## src/rtl/acc_seq_pkg.sv

```systemverilog
package acc_seq_pkg;
    parameter int unsigned DATA_W = 16;
    parameter int unsigned OP_W   = 4;
    localparam int unsigned ADDR_W = DATA_W - OP_W;

    localparam logic [OP_W-1:0] OPC_LOAD  = 4'h0;
    localparam logic [OP_W-1:0] OPC_STORE = 4'h1;
    localparam logic [OP_W-1:0] OPC_ADD   = 4'h2;
    localparam logic [OP_W-1:0] OPC_JUMP  = 4'h3;
    localparam logic [OP_W-1:0] OPC_RETI  = 4'h4;
    localparam logic [OP_W-1:0] OPC_HALT  = 4'hF;

    typedef enum logic [3:0] {
        ST_F_MAR, ST_F_RD, ST_F_MBR, ST_F_IR, ST_EXEC,
        ST_X_RD, ST_X_MBR, ST_X_ACC, ST_S_MBR, ST_S_WR,
        ST_INT_CHK, ST_HALT
    } state_e;

    typedef enum logic [2:0] {
        OP_LOAD, OP_STORE, OP_ADD, OP_JUMP, OP_RETI, OP_HALT, OP_NOP
    } op_e;

    typedef struct packed {
        state_e              st;
        logic [ADDR_W-1:0]   pc;
        logic [ADDR_W-1:0]   mar;
        logic [ADDR_W-1:0]   shadow_pc;
        logic [DATA_W-1:0]   mbr;
        logic [DATA_W-1:0]   ir;
        logic [DATA_W-1:0]   acc;
        logic [DATA_W-1:0]   shadow_acc;
        logic                masked;
    } regs_t;
endpackage

```

## src/rtl/acc_seq_decode.sv

```systemverilog
module acc_seq_decode
    import acc_seq_pkg::*;
(
    input  logic [OP_W-1:0] opcode,
    output op_e             op
);
    always_comb begin
        case (opcode)
            OPC_LOAD:  op = OP_LOAD;
            OPC_STORE: op = OP_STORE;
            OPC_ADD:   op = OP_ADD;
            OPC_JUMP:  op = OP_JUMP;
            OPC_RETI:  op = OP_RETI;
            OPC_HALT:  op = OP_HALT;
            default:   op = OP_NOP;
        endcase
    end
endmodule

```

## src/rtl/acc_seq_alu.sv

```systemverilog
module acc_seq_alu
    import acc_seq_pkg::*;
(
    input  op_e               op,
    input  logic [DATA_W-1:0] acc,
    input  logic [DATA_W-1:0] operand,
    output logic [DATA_W-1:0] result
);
    // Add wraps at the word width; every other operation passes the operand.
    always_comb begin
        if (op == OP_ADD) result = acc + operand;
        else              result = operand;
    end
endmodule

```

## src/rtl/acc_seq_top.sv

```systemverilog
module acc_seq_top
    import acc_seq_pkg::*;
#(
    parameter logic [ADDR_W-1:0] VEC_ADDR = 12'h010
) (
    input  logic              clk,
    input  logic              rst_n,
    input  logic              irq,
    output logic [ADDR_W-1:0] mem_addr,
    output logic              mem_rd,
    output logic              mem_wr,
    output logic [DATA_W-1:0] mem_wdata,
    input  logic [DATA_W-1:0] mem_rdata,
    output logic [ADDR_W-1:0] pc_o,
    output logic [DATA_W-1:0] acc_o,
    output logic              halted_o,
    output logic              in_isr
);
    regs_t r_q, r_d;
    op_e   op;
    logic [DATA_W-1:0] alu_y;
    logic [ADDR_W-1:0] ir_addr;
    logic              rd_d, wr_d;

    assign ir_addr = r_q.ir[ADDR_W-1:0];

    acc_seq_decode u_dec (
        .opcode (r_q.ir[DATA_W-1 -: OP_W]),
        .op     (op)
    );

    acc_seq_alu u_alu (
        .op      (op),
        .acc     (r_q.acc),
        .operand (r_q.mbr),
        .result  (alu_y)
    );

    always_comb begin
        r_d  = r_q;
        rd_d = 1'b0;
        wr_d = 1'b0;
        case (r_q.st)
            ST_F_MAR: begin
                r_d.mar = r_q.pc;
                r_d.st  = ST_F_RD;
            end
            ST_F_RD: begin
                rd_d   = 1'b1;
                r_d.st = ST_F_MBR;
            end
            ST_F_MBR: begin
                r_d.mbr = mem_rdata;
                r_d.st  = ST_F_IR;
            end
            ST_F_IR: begin
                r_d.ir = r_q.mbr;
                r_d.pc = r_q.pc + 1'b1;
                r_d.st = ST_EXEC;
            end
            ST_EXEC: begin
                case (op)
                    OP_LOAD, OP_ADD: begin
                        r_d.mar = ir_addr;
                        r_d.st  = ST_X_RD;
                    end
                    OP_STORE: begin
                        r_d.mar = ir_addr;
                        r_d.st  = ST_S_MBR;
                    end
                    OP_JUMP: begin
                        r_d.pc = ir_addr;
                        r_d.st = ST_INT_CHK;
                    end
                    OP_RETI: begin
                        r_d.pc     = r_q.shadow_pc;
                        r_d.acc    = r_q.shadow_acc;
                        r_d.masked = 1'b0;
                        r_d.st     = ST_INT_CHK;
                    end
                    OP_HALT: r_d.st = ST_HALT;
                    default: r_d.st = ST_INT_CHK;
                endcase
            end
            ST_X_RD: begin
                rd_d   = 1'b1;
                r_d.st = ST_X_MBR;
            end
            ST_X_MBR: begin
                r_d.mbr = mem_rdata;
                r_d.st  = ST_X_ACC;
            end
            ST_X_ACC: begin
                r_d.acc = alu_y;
                r_d.st  = ST_INT_CHK;
            end
            ST_S_MBR: begin
                r_d.mbr = r_q.acc;
                r_d.st  = ST_S_WR;
            end
            ST_S_WR: begin
                wr_d   = 1'b1;
                r_d.st = ST_INT_CHK;
            end
            ST_INT_CHK: begin
                if (irq && !r_q.masked) begin
                    r_d.shadow_pc  = r_q.pc;
                    r_d.shadow_acc = r_q.acc;
                    r_d.pc         = VEC_ADDR;
                    r_d.masked     = 1'b1;
                end
                r_d.st = ST_F_MAR;
            end
            ST_HALT: r_d.st = ST_HALT;
            default: r_d.st = ST_F_MAR;
        endcase
    end

    always_ff @(posedge clk) begin
        if (!rst_n) begin
            r_q <= '{st: ST_F_MAR, default: '0};
        end else begin
            r_q <= r_d;
        end
    end

    assign mem_addr  = r_q.mar;
    assign mem_rd    = rd_d;
    assign mem_wr    = wr_d;
    assign mem_wdata = r_q.mbr;
    assign pc_o      = r_q.pc;
    assign acc_o     = r_q.acc;
    assign halted_o  = (r_q.st == ST_HALT);
    assign in_isr    = r_q.masked;
endmodule

```

## config.mk

```make
export PLATFORM = sky130hd
export DESIGN_NAME = acc_seq_top
export DESIGN_NICKNAME = d
export VERILOG_FILES = /design/src/rtl/acc_seq_pkg.sv /design/src/rtl/acc_seq_decode.sv /design/src/rtl/acc_seq_alu.sv /design/src/rtl/acc_seq_top.sv
export SDC_FILE = /design/constraint.sdc
export NUM_CORES = 1
export LEC_CHECK = 0
export BUFFER_PORTS_ARGS = -buffer_cell sky130_fd_sc_hd__buf_2
export CAP_MARGIN = 25
export CORE_MARGIN = 4
export CORE_UTILIZATION = 49
export CTS_BUF_LIST = sky130_fd_sc_hd__clkbuf_16
export DETAILED_ROUTE_END_ITERATION = 12
export PLACE_DENSITY = 0.72
export SYNTH_ARGS = -nofsm -noshare
export SYNTH_HDL_FRONTEND = slang
export SYNTH_SLANG_ARGS = --single-unit
```

## constraint.sdc

```tcl
create_clock -name clk -period 2.3 [get_ports clk]
set_input_delay 0 -clock clk [delete_from_list [all_inputs] [get_ports clk]]
set_output_delay 0 -clock clk [all_outputs]
set_load 0.02 [all_outputs]
```

==> flow_summary.yaml <==
min_path:
  hold_path.class: "in2reg"
  min_path_cells: 3
critical_path:
  reg2reg_depth: 9
  worstSetupStartpointType: "register"
  cp_top_family: "compound AO/OA/AOI/OAI gates"
  cp-end-kind: "register"
  crit_buf_inv: 1
  required_ns: 2.59
  worst-path-stages: 9
  critPathMaxFanout: 3
  critPathKind: "reg2reg"
  cp_cell_sequence: "ha_2, inv_1, fa_1, nand2b_4, a2111oi_4, o31a_1, o21ai_2, mux2_2, a21oi_1"
  max_stage_delay_ns: 0.37
  cp.arrival_ns: 2.47
  cpMaxStageDelayCell: "fa_1"
run:
  drv_cap: 0
drt:
  drt_iter0_drc: 531
  detail_route.first_pass.iterations: 6
  viasPerCell: 5.79
  drc: 0
  wire_per_inst_um: 16.9
  vias: 5701
  routed_wl_um: 16600
  drtAntennaViolNets: 0
synth:
  ys_async_sr_fraction: 0
  synth-edff-count: 0
  synth-main-ff-cell: "dfxtp_1"
  synth_top_area_cell: "dfxtp_1"
  synth.avg_cell_area_um2: 7.83
  seq_area_frac_synth: 0.346
  synth_top_area_frac: 0.346
  syn_area_um2: 6070
  synth_warnings: 0
  synth_nets: 811
  ys_ff_latch: 105
  synth_area_leaders: "dfxtp_1 (35%), nand2_1 (9.4%), buf_4 (7.1%)"
  synth.distinct_cells: 66
  synthCells: 775
timing:
  fin_tns_setup_ns: 0
  fmax_ghz: 0.459
  rsz0062_at_grt: "false"
  final_hold_viol_count: 0
  setup_viol: 0
  slew_violations: 0
  setup_ws_ns: 0.124
  fin_crit_sh: 0.946
  skew_ns: 0.00896
  relSlewSlack: 0.487
  worstMarginPinSlew_ns: 0.765
  fin_crit_ns: 2.18
floorplan:
  die_h_um: 119
  die_w_um: 119
  coreArea_um2: 12100
  ios: 79
  dieArea_um2: 14200
  start_util: 0.503
  row_count: 40
power:
  power_density_nw_per_um2: 601
  total_power_mw: 4.12
  p_leak_nw: 2.71
  peakVddDrop_mv: 0.428
place:
  dp_slack_ns: -0.204
  dpl_cell_area_um2: 6320
  port_buffers: 78
  place_inst: 952
  gp_congestion: 0.909
  dp_hpwl_um: 11700
global_route:
  grt_pass1_vias: 5417
  antenna_found_initial: 0
  grt.overflow.total: 0
  grt_usage: 0.232
  grt_max_degree: 49
  grt_pass1_wl_um: 27000
cells_and_area:
  drive_gt1_frac: 0.209
  fin_cells: 985
  fin_nets: 848
  layout_common_cells: "nand2_1 (152), dfxtp_1 (104), buf_2 (78)"
  antennaDiodeCount: 0
  seq_area_um2: 2100
  final_area_um2: 6860
  area_growth_pct: 13.1
  final_common_cell: "nand2_1"
  multi_input_area_um2: 3320
  nFillCells: 1120
clocking:
  tritoncts: "built"
  cts_buffers: 9
  htreeDepth: 3
  clockBufferDepth: 2
  worst_skew_pair.late_latency_ns: 0.36
  path_clk_slew_ns: 0.07
  clock-sinks: 105
  clock-root-buffer: "clkbuf_16"
outcome:
  status: "finished clean"
## sequential cells by signal, indices dropped and copies added (netlist names)
| signal | cells |
|---|---|
| in_isr | 1 |
| mem_addr | 12 |
| mem_wdata | 16 |
| acc_o | 16 |
| ir_addr | 12 |
| r_q | 36 |
| pc_o | 12 |
## final cells by class
cell class,count,area share
repair buffers,135,0.127
flip-flops and latches,105,0.307
clock inverters,7,0.0124
well taps,168,0.0306
clock buffers,9,0.0328
multi-input cells,548,0.484
inverters,13,0.00711
## what timing repair did
action / CTS / global route
endpoints found under the hold margin: 16 / 0
setup buffers: 0 / 1
hold buffers: 16 / 0
pin swaps: 0 / 3
resized for setup: 4 / 11
setup endpoints to repair: 4 / 3
## cells by family (layout without fill, tap and decap cells)
logic type / count (synthesis) / after routing / synth area share
xor gates and xnor gates: 7 / 7 / 0.0101
DFF: 105 / 105 / 0.346
and+or+nand+nor: 290 / 290 / 0.213
AOI/OAI and AO/OA: 201 / 201 / 0.221
buffers and inverters: 122 / 164 / 0.118
adders and majority gates: 17 / 17 / 0.0363
muxes: 33 / 33 / 0.0563
## metrics by stage
stage | hold WS [ns] | utilization
final | 0.0844 | 0.569
after CTS | 0.0690 | 0.564
after global routing | 0.0939 | 0.569
after detailed placement | 0.311 | 0.524
after global placement | 0.297 | 0.524
after floorplan | 0.186 | -
## path summary, 6_finish.rpt
path,from,to,slack (ns)
worst min-delay path,rst_n,pc_o[9],0.08
worst max-delay path,acc_o[0],acc_o[14],0.12
worst max register to register,acc_o[0],acc_o[14],0.12
worst min register to register,r_q[2],r_q[2],0.46
## synthesized netlist by cell type (3+ instances only)
library cell  instances
o22ai_1              10
mux2i_1              24
o21ai_0              26
o221ai_1              5
a21o_1                4
a21oi_1              74
o211ai_1              3
inv_1                12
a2111oi_0             4
nand2b_1              4
o21bai_1              3
o21ai_1               3
mux2_2                9
nand3_1              19
buf_4                57
dfxtp_1             105
ha_1                 16
and2_1                3
o31ai_1               3
xnor2_1               6
o21a_1                4
nand4_1               5
nor2_1               68
o32ai_1               3
nor2b_1               3
nor3_1               14
nand2_1             152
nor3_2                3
buf_2                15
or3_1                 3
a211oi_1             13
buf_6                 3
clkbuf_1             34
a311oi_1             24
a31oi_1               6
## tightest hold or removal path, cell delays in order
cell     delay (ns)
buf_2          0.25
nand2_1        0.11
a21oi_1        0.04
## where the power goes
| group | internal, mW | switching [mW] |
|---|---|---|
| Combinational | 0.213 | 0.369 |
| Clock | 0.867 | 0.746 |
| Sequential | 1.88 | 0.0523 |
## routing by layer
layer / routed length, µm / track usage
met1: 7320 / 0.294
met2: 8050 / 0.392
met3: 945 / 0.0475
met4: 332 / 0.0804
met5: 0 / 0
Note: power is estimated with default switching activity, not from simulation.
